File: config.mk
export PLATFORM = sky130hd
export DESIGN_NAME = thread_pc_swap
export DESIGN_NICKNAME = d
export VERILOG_FILES = /design/src/rtl/pcswap_pkg.sv /design/src/rtl/pc_seq_step.sv /design/src/rtl/pc_level_ctrl.sv /design/src/rtl/pc_thread_slot.sv /design/src/rtl/thread_pc_swap.sv
export SDC_FILE = /design/constraint.sdc
export NUM_CORES = 1
export LEC_CHECK = 0
export ABC_AREA = 1
export CAP_MARGIN = 20
export CORE_UTILIZATION = 50
export DETAILED_ROUTE_END_ITERATION = 7
export DONT_BUFFER_PORTS = 1
export PLACE_DENSITY = 0.74
export SYNTH_ARGS = -nofsm -noshare
export SYNTH_HDL_FRONTEND = slang
export SYNTH_SLANG_ARGS = --single-unit
export TNS_END_PERCENT = 20
File: constraint.sdc
create_clock -name clk -period 1.8 [get_ports clk]
set_clock_uncertainty 0.15 [all_clocks]
set_input_delay 0.36 -clock clk [delete_from_list [all_inputs] [get_ports clk]]
set_output_delay 0.36 -clock clk [all_outputs]
set_load 0.05 [all_outputs]
File: src/rtl/pcswap_pkg.sv
`timescale 1ns/1ps
package pcswap_pkg;

   typedef enum logic [1:0] {
      LVL_OP_NONE  = 2'd0,
      LVL_OP_ENTER = 2'd1,
      LVL_OP_EXIT  = 2'd2
   } lvl_op_e;

   // Decide which level transition is legal this cycle.
   function automatic lvl_op_e decode_lvl_op(input logic at_irq,
                                             input logic enter_req,
                                             input logic exit_req);
      lvl_op_e op;
      op = LVL_OP_NONE;
      if (at_irq && exit_req)
         op = LVL_OP_EXIT;
      else if (!at_irq && enter_req)
         op = LVL_OP_ENTER;
      return op;
   endfunction

endpackage

File: src/rtl/pc_seq_step.sv
`timescale 1ns/1ps
module pc_seq_step #(
   parameter int unsigned ADDR_W = 32,
   parameter int unsigned STEP   = 4
) (
   input  logic [ADDR_W-1:0] pc_i,
   output logic [ADDR_W-1:0] pc_o
);
   localparam int unsigned STEP_LOG2 = $clog2(STEP);
   localparam bit          STEP_POW2 = (STEP == (1 << STEP_LOG2));

   generate
      if (STEP_POW2 && (STEP_LOG2 > 0) && (STEP_LOG2 < ADDR_W)) begin : g_upper_inc
         // Power-of-two step: increment only the bits above the step size.
         localparam logic [ADDR_W-STEP_LOG2-1:0] UP_ONE = 1;
         assign pc_o = {pc_i[ADDR_W-1:STEP_LOG2] + UP_ONE, pc_i[STEP_LOG2-1:0]};
      end else begin : g_full_add
         localparam logic [ADDR_W-1:0] STEP_V = ADDR_W'(STEP);
         assign pc_o = pc_i + STEP_V;
      end
   endgenerate
endmodule

File: src/rtl/pc_level_ctrl.sv
`timescale 1ns/1ps
module pc_level_ctrl
   import pcswap_pkg::*;
(
   input  logic    clk,
   input  logic    rst_n,
   input  logic    enter_req,
   input  logic    exit_req,
   output lvl_op_e op_o,
   output logic    level_o
);
   logic level_q;

   always_comb op_o = decode_lvl_op(level_q, enter_req, exit_req);

   always_ff @(posedge clk) begin
      if (!rst_n)
         level_q <= 1'b0;
      else if (op_o == LVL_OP_ENTER)
         level_q <= 1'b1;
      else if (op_o == LVL_OP_EXIT)
         level_q <= 1'b0;
   end

   assign level_o = level_q;

   // an entry request while already at interrupt level leaves the level unchanged.
   a_r6_enter_at_irq_ignored: assert property (@(posedge clk) disable iff (!rst_n)
      (level_q && !exit_req) |=> level_q);
   // an exit request at background level leaves the level unchanged.
   a_r6_exit_at_bg_ignored: assert property (@(posedge clk) disable iff (!rst_n)
      (!level_q && !enter_req) |=> !level_q);
   // a legal request always flips the level.
   a_r3_level_flips: assert property (@(posedge clk) disable iff (!rst_n)
      (op_o != LVL_OP_NONE) |=> (level_q != $past(level_q)));
endmodule

File: src/rtl/pc_thread_slot.sv
`timescale 1ns/1ps
module pc_thread_slot
   import pcswap_pkg::*;
#(
   parameter int unsigned       ADDR_W       = 32,
   parameter int unsigned       STEP         = 4,
   parameter logic [ADDR_W-1:0] RESET_PC     = '0,
   parameter logic [ADDR_W-1:0] RESET_SHADOW = '0
) (
   input  logic              clk,
   input  logic              rst_n,
   input  logic              seq_adv,
   input  logic              br_valid,
   input  logic [ADDR_W-1:0] br_target,
   input  logic              irq_enter,
   input  logic              irq_exit,
   input  logic              shadow_wr,
   input  logic [ADDR_W-1:0] shadow_wdata,
   output logic [ADDR_W-1:0] pc_o,
   output logic              level_o
);
   logic [ADDR_W-1:0] pc_q, pcx_q, pc_inc, flow_pc;
   lvl_op_e           op;
   logic              level;
   logic              swap;

   pc_level_ctrl u_level (
      .clk       (clk),
      .rst_n     (rst_n),
      .enter_req (irq_enter),
      .exit_req  (irq_exit),
      .op_o      (op),
      .level_o   (level)
   );

   pc_seq_step #(.ADDR_W(ADDR_W), .STEP(STEP)) u_step (
      .pc_i (pc_q),
      .pc_o (pc_inc)
   );

   assign swap = (op != LVL_OP_NONE);

   // Address the thread's own flow would reach this cycle.
   always_comb begin
      if (br_valid)
         flow_pc = br_target;
      else if (seq_adv)
         flow_pc = pc_inc;
      else
         flow_pc = pc_q;
   end

   always_ff @(posedge clk) begin
      if (!rst_n) begin
         pc_q  <= RESET_PC;
         pcx_q <= RESET_SHADOW;
      end else if (swap) begin
         pc_q  <= pcx_q;
         pcx_q <= flow_pc;
      end else begin
         pc_q <= flow_pc;
         if (shadow_wr && !level)
            pcx_q <= shadow_wdata;
      end
   end

   assign pc_o    = pc_q;
   assign level_o = level;

   // entry brings the former shadow into the live register.
   a_r3_entry_swaps: assert property (@(posedge clk) disable iff (!rst_n)
      (op == LVL_OP_ENTER) |=> (pc_q == $past(pcx_q)) && level);
   // exit restores the saved background address.
   a_r4_exit_restores: assert property (@(posedge clk) disable iff (!rst_n)
      (op == LVL_OP_EXIT) |=> (pc_q == $past(pcx_q)) && !level);
   // a redirect without a swap loads the exact target.
   a_r5_target_exact: assert property (@(posedge clk) disable iff (!rst_n)
      (br_valid && !swap) |=> (pc_q == $past(br_target)));
   // a redirect that coincides with a swap lands in the shadow.
   a_r7_target_to_shadow: assert property (@(posedge clk) disable iff (!rst_n)
      (br_valid && swap) |=> (pcx_q == $past(br_target)));
   // with no request the live register holds.
   a_r2_hold: assert property (@(posedge clk) disable iff (!rst_n)
      (!br_valid && !seq_adv && !swap) |=> $stable(pc_q));
   // the shadow is frozen at interrupt level unless an exit occurs.
   a_r8_shadow_locked: assert property (@(posedge clk) disable iff (!rst_n)
      (level && !irq_exit) |=> $stable(pcx_q));
endmodule

File: src/rtl/thread_pc_swap.sv
`timescale 1ns/1ps
module thread_pc_swap #(
   parameter int unsigned       NUM_THREADS  = 4,
   parameter int unsigned       ADDR_W       = 32,
   parameter int unsigned       STEP         = 4,
   parameter logic [ADDR_W-1:0] RESET_PC     = '0,
   parameter logic [ADDR_W-1:0] RESET_SHADOW = ADDR_W'(32'h100)
) (
   input  logic                              clk,
   input  logic                              rst_n,
   input  logic [NUM_THREADS-1:0]            seq_adv,
   input  logic [NUM_THREADS-1:0]            br_valid,
   input  logic [NUM_THREADS-1:0][ADDR_W-1:0] br_target,
   input  logic [NUM_THREADS-1:0]            irq_enter,
   input  logic [NUM_THREADS-1:0]            irq_exit,
   input  logic [NUM_THREADS-1:0]            shadow_wr,
   input  logic [NUM_THREADS-1:0][ADDR_W-1:0] shadow_wdata,
   output logic [NUM_THREADS-1:0][ADDR_W-1:0] fetch_pc,
   output logic [NUM_THREADS-1:0]            irq_level
);
   localparam int unsigned STEP_LOG2 = $clog2(STEP);

   generate
      if (NUM_THREADS < 1 || NUM_THREADS > 16) begin : g_bad_threads
         $error("thread_pc_swap: NUM_THREADS must be 1..16");
      end
      if (ADDR_W < 4 || ADDR_W > 64) begin : g_bad_width
         $error("thread_pc_swap: ADDR_W must be 4..64");
      end
      if (STEP < 1 || STEP_LOG2 >= ADDR_W) begin : g_bad_step
         $error("thread_pc_swap: STEP must be nonzero and below 2**ADDR_W");
      end

      for (genvar t = 0; t < NUM_THREADS; t++) begin : g_thread
         pc_thread_slot #(
            .ADDR_W       (ADDR_W),
            .STEP         (STEP),
            .RESET_PC     (RESET_PC),
            .RESET_SHADOW (RESET_SHADOW)
         ) u_slot (
            .clk          (clk),
            .rst_n        (rst_n),
            .seq_adv      (seq_adv[t]),
            .br_valid     (br_valid[t]),
            .br_target    (br_target[t]),
            .irq_enter    (irq_enter[t]),
            .irq_exit     (irq_exit[t]),
            .shadow_wr    (shadow_wr[t]),
            .shadow_wdata (shadow_wdata[t]),
            .pc_o         (fetch_pc[t]),
            .level_o      (irq_level[t])
         );

         // with no request of its own, a thread's outputs do not move.
         a_r9_thread_isolated: assert property (@(posedge clk) disable iff (!rst_n)
            (!seq_adv[t] && !br_valid[t] && !irq_enter[t] && !irq_exit[t])
            |=> $stable(fetch_pc[t]) && $stable(irq_level[t]));
      end
   endgenerate
endmodule

==> qor.txt <==
Main synth FF type: dfxtp_1
hpwl dp: 39.0 mm
GPL Wtd Cong: 0.987
Final Power: 18500 µW
number of synthesized flops with an enable pin: 0
Synth cell types: 41
DRC Markers: 0
post-synthesis register bit count: 260
synth cell count leaders: nand2_1, nor2_1, inv_1
Synthesized Nets: 2768
average cell area after synthesis: 6.16 µm²
gr ovfl total: 0
clock period minus worst slack: 2.00 ns
failing checks: hold timing, setup timing
fmax: 499 MHz
R2R depth: 9
post-synthesis sequential area ratio: 34.0%
unrepaired setup endpoints after global routing: yes
H-tree depth: 1
critical path capture point type: flop
Max FO, Critical Path: 8
mapped cell area: 15300 µm²
Max-Cap Viols: 0
top post-synthesis cells by area: dfxtp_1, nand2_1, nor2_1
routed wire length: 63.1 mm
first-pass GRT wire length: 90.5 mm
final hold viol count: 84
clock buffer count from CTS: 29
most common cell in the netlist: nand2_1
vias in the first global route: 17600
Synth area leader: dfxtp_1
clk root buf: clkbuf_16
WP data arrival: 2.29 ns
# rows: 63
wire per inst: 19.0 µm
ys async rst share: 0%
fin util: 74.3%
synth warn: 0
Power Density: 833 nW/µm²
Slew @ Worst Pin: 0.746 ns
Leak: 0.0101 µW
core area: 29900 µm²
Die Area: 31300 µm²
net total in the final layout: 3186
Vias/cell: 5.86
Sink Count: 260
Total GRT Usage: 36.1%
drt first pass iters: 6
initial antenna violation count: 1
# setup viols final: 51
Die W: 177 µm
peak supply drop: 0.000797 V
Slew Limit Headroom: 50.1%
worst setup margin: -0.205 ns
I/O Pins: 410
Setup TNS: -3.60 ns
largest net degree at the start of global routing: 88
starting density of the core: 51.3%
clk slew on worst S/H paths: 0.06 ns
port bufs: 0
Final Max Slew Viols: 0
Hold Crit Class: in -> reg
WP data required: 2.09 ns
Hold WS: -0.220 ns
Clock Tree Buf Depth: 3
DR iter-0 viols: 1864
layout cells sized above 1: 24.2%
die extent in y: 177 µm
worst hold path depth: 1
top-area cell type share of the netlist area: 34.0%
Crit Path Class: reg -> reg
Tcrit/Tclk final: 111%
worst slack, placed: -0.171 ns
CP startpoint kind: flop
CTS tree: yes
Post-Synthesis Cells: 2486
via count: 19400
outcome: finished with violations
P&R area growth vs syn: 44.9%
clk_lat worst skew: 0.57 ns
Routed Antenna Nets: 0
## metal layers
metal,vias up,part of all wire (%),track usage [%]
met4,0,6.9,20.8
met1,8914,37,43.8
li1,8882,-,-
met5,-,0,0
met3,356,10,7.93
met2,1281,46,58.7
## sequential cells by signal, indices dropped and copies added, names as in the netlist
signal	count
g_thread.u_slot.pcx_q	128
g_thread.u_slot.u_level.level_o	4
g_thread.u_slot.pc_o	128
## where the power goes
part | switching (µW) | leakage (µW) | internal [µW]
clock | 2550 | 0.000493 | 3560
combinational | 3480 | 0.00740 | 2010
sequential | 502 | 0.00219 | 6380
total | 6530 | 0.0101 | 12000
## repair_timing
item / 4_1_cts / 5_1_grt
resized for setup: 48 / 315
cloned: 0 / 8
hold endpoints to repair: 239 / 88
pin swaps: 13 / 77
setup endpoints to repair: 89 / 222
buffers inserted: 6 / 25
hold buffers: 190 / 9
## worst paths after layout
path | start | endpoint | slack (ns)
setup reg to reg | g_thread[2].u_slot.u_level.level_o | g_thread[2].u_slot.pcx_q[8] | -0.20
hold / removal | rst_n | g_thread[2].u_slot.pcx_q[8] | -0.22
hold reg to reg | g_thread[3].u_slot.pcx_q[15] | g_thread[3].u_slot.pcx_q[15] | 0.32
setup / recovery | g_thread[2].u_slot.u_level.level_o | g_thread[2].u_slot.pcx_q[8] | -0.20
## cell usage in the layout, fill, tap and decap left out, drive strengths merged, types with 8 or more instances in the layout
cell type,n
a211oi,8
a21oi,201
a31oi,31
buf,322
clkbuf,47
clkinv,9
dfxtp,260
dlygate4sd3,196
inv,321
nand2,558
nand3,239
nand4,30
nor2,336
nor3,15
o211ai,38
o21ai,204
o21bai,16
or2,16
xnor2,16
xor2,27
## critical path: stages, from the launching register on
cell,delay (ns)
dfxtp_2,0.34
inv_2,0.04
or2_4,0.26
o21ai_4,0.11
inv_2,0.09
a21oi_4,0.21
clkinvlp_4,0.23
buf_12,0.19
o21ai_0,0.09
o221ai_1,0.16
## cells by family (layout without fill, tap and decap cells)
logic type | after synthesis | after routing | share of synthesized area [%]
other cells | 0 | 1 | 0
xor+xnor | 43 | 43 | 2.46
mux | 6 | 6 | 0.392
compound gates | 513 | 513 | 18.5
buf+inv | 458 | 899 | 11.6
simple gates | 1202 | 1202 | 32.7
flops | 260 | 260 | 34.0
fa+ha+maj | 4 | 4 | 0.327
## metrics by stage
stage          instances  cell area, µm²
6_report            3318           22200
5_1_grt             3318           22200
4_1_cts             3276           20900
3_5_place_dp        3026           17800
3_3_place_gp        3026           17800
2_1_floorplan       2486           15500
## final cells by class
cell class                 count  area (µm²)
multi-input combinational   1768        9280
fill                        2193        7680
sequential                   260        5400
timing repair buffer         522        4800
inverter                     322        1230
clock buffer                  43         891
tap                          390         488
clock inverter                11        91.3
timing repair inverter         1        7.51
antenna                        1        2.50
No activity file was read; power rests on OpenSTA's default activity.
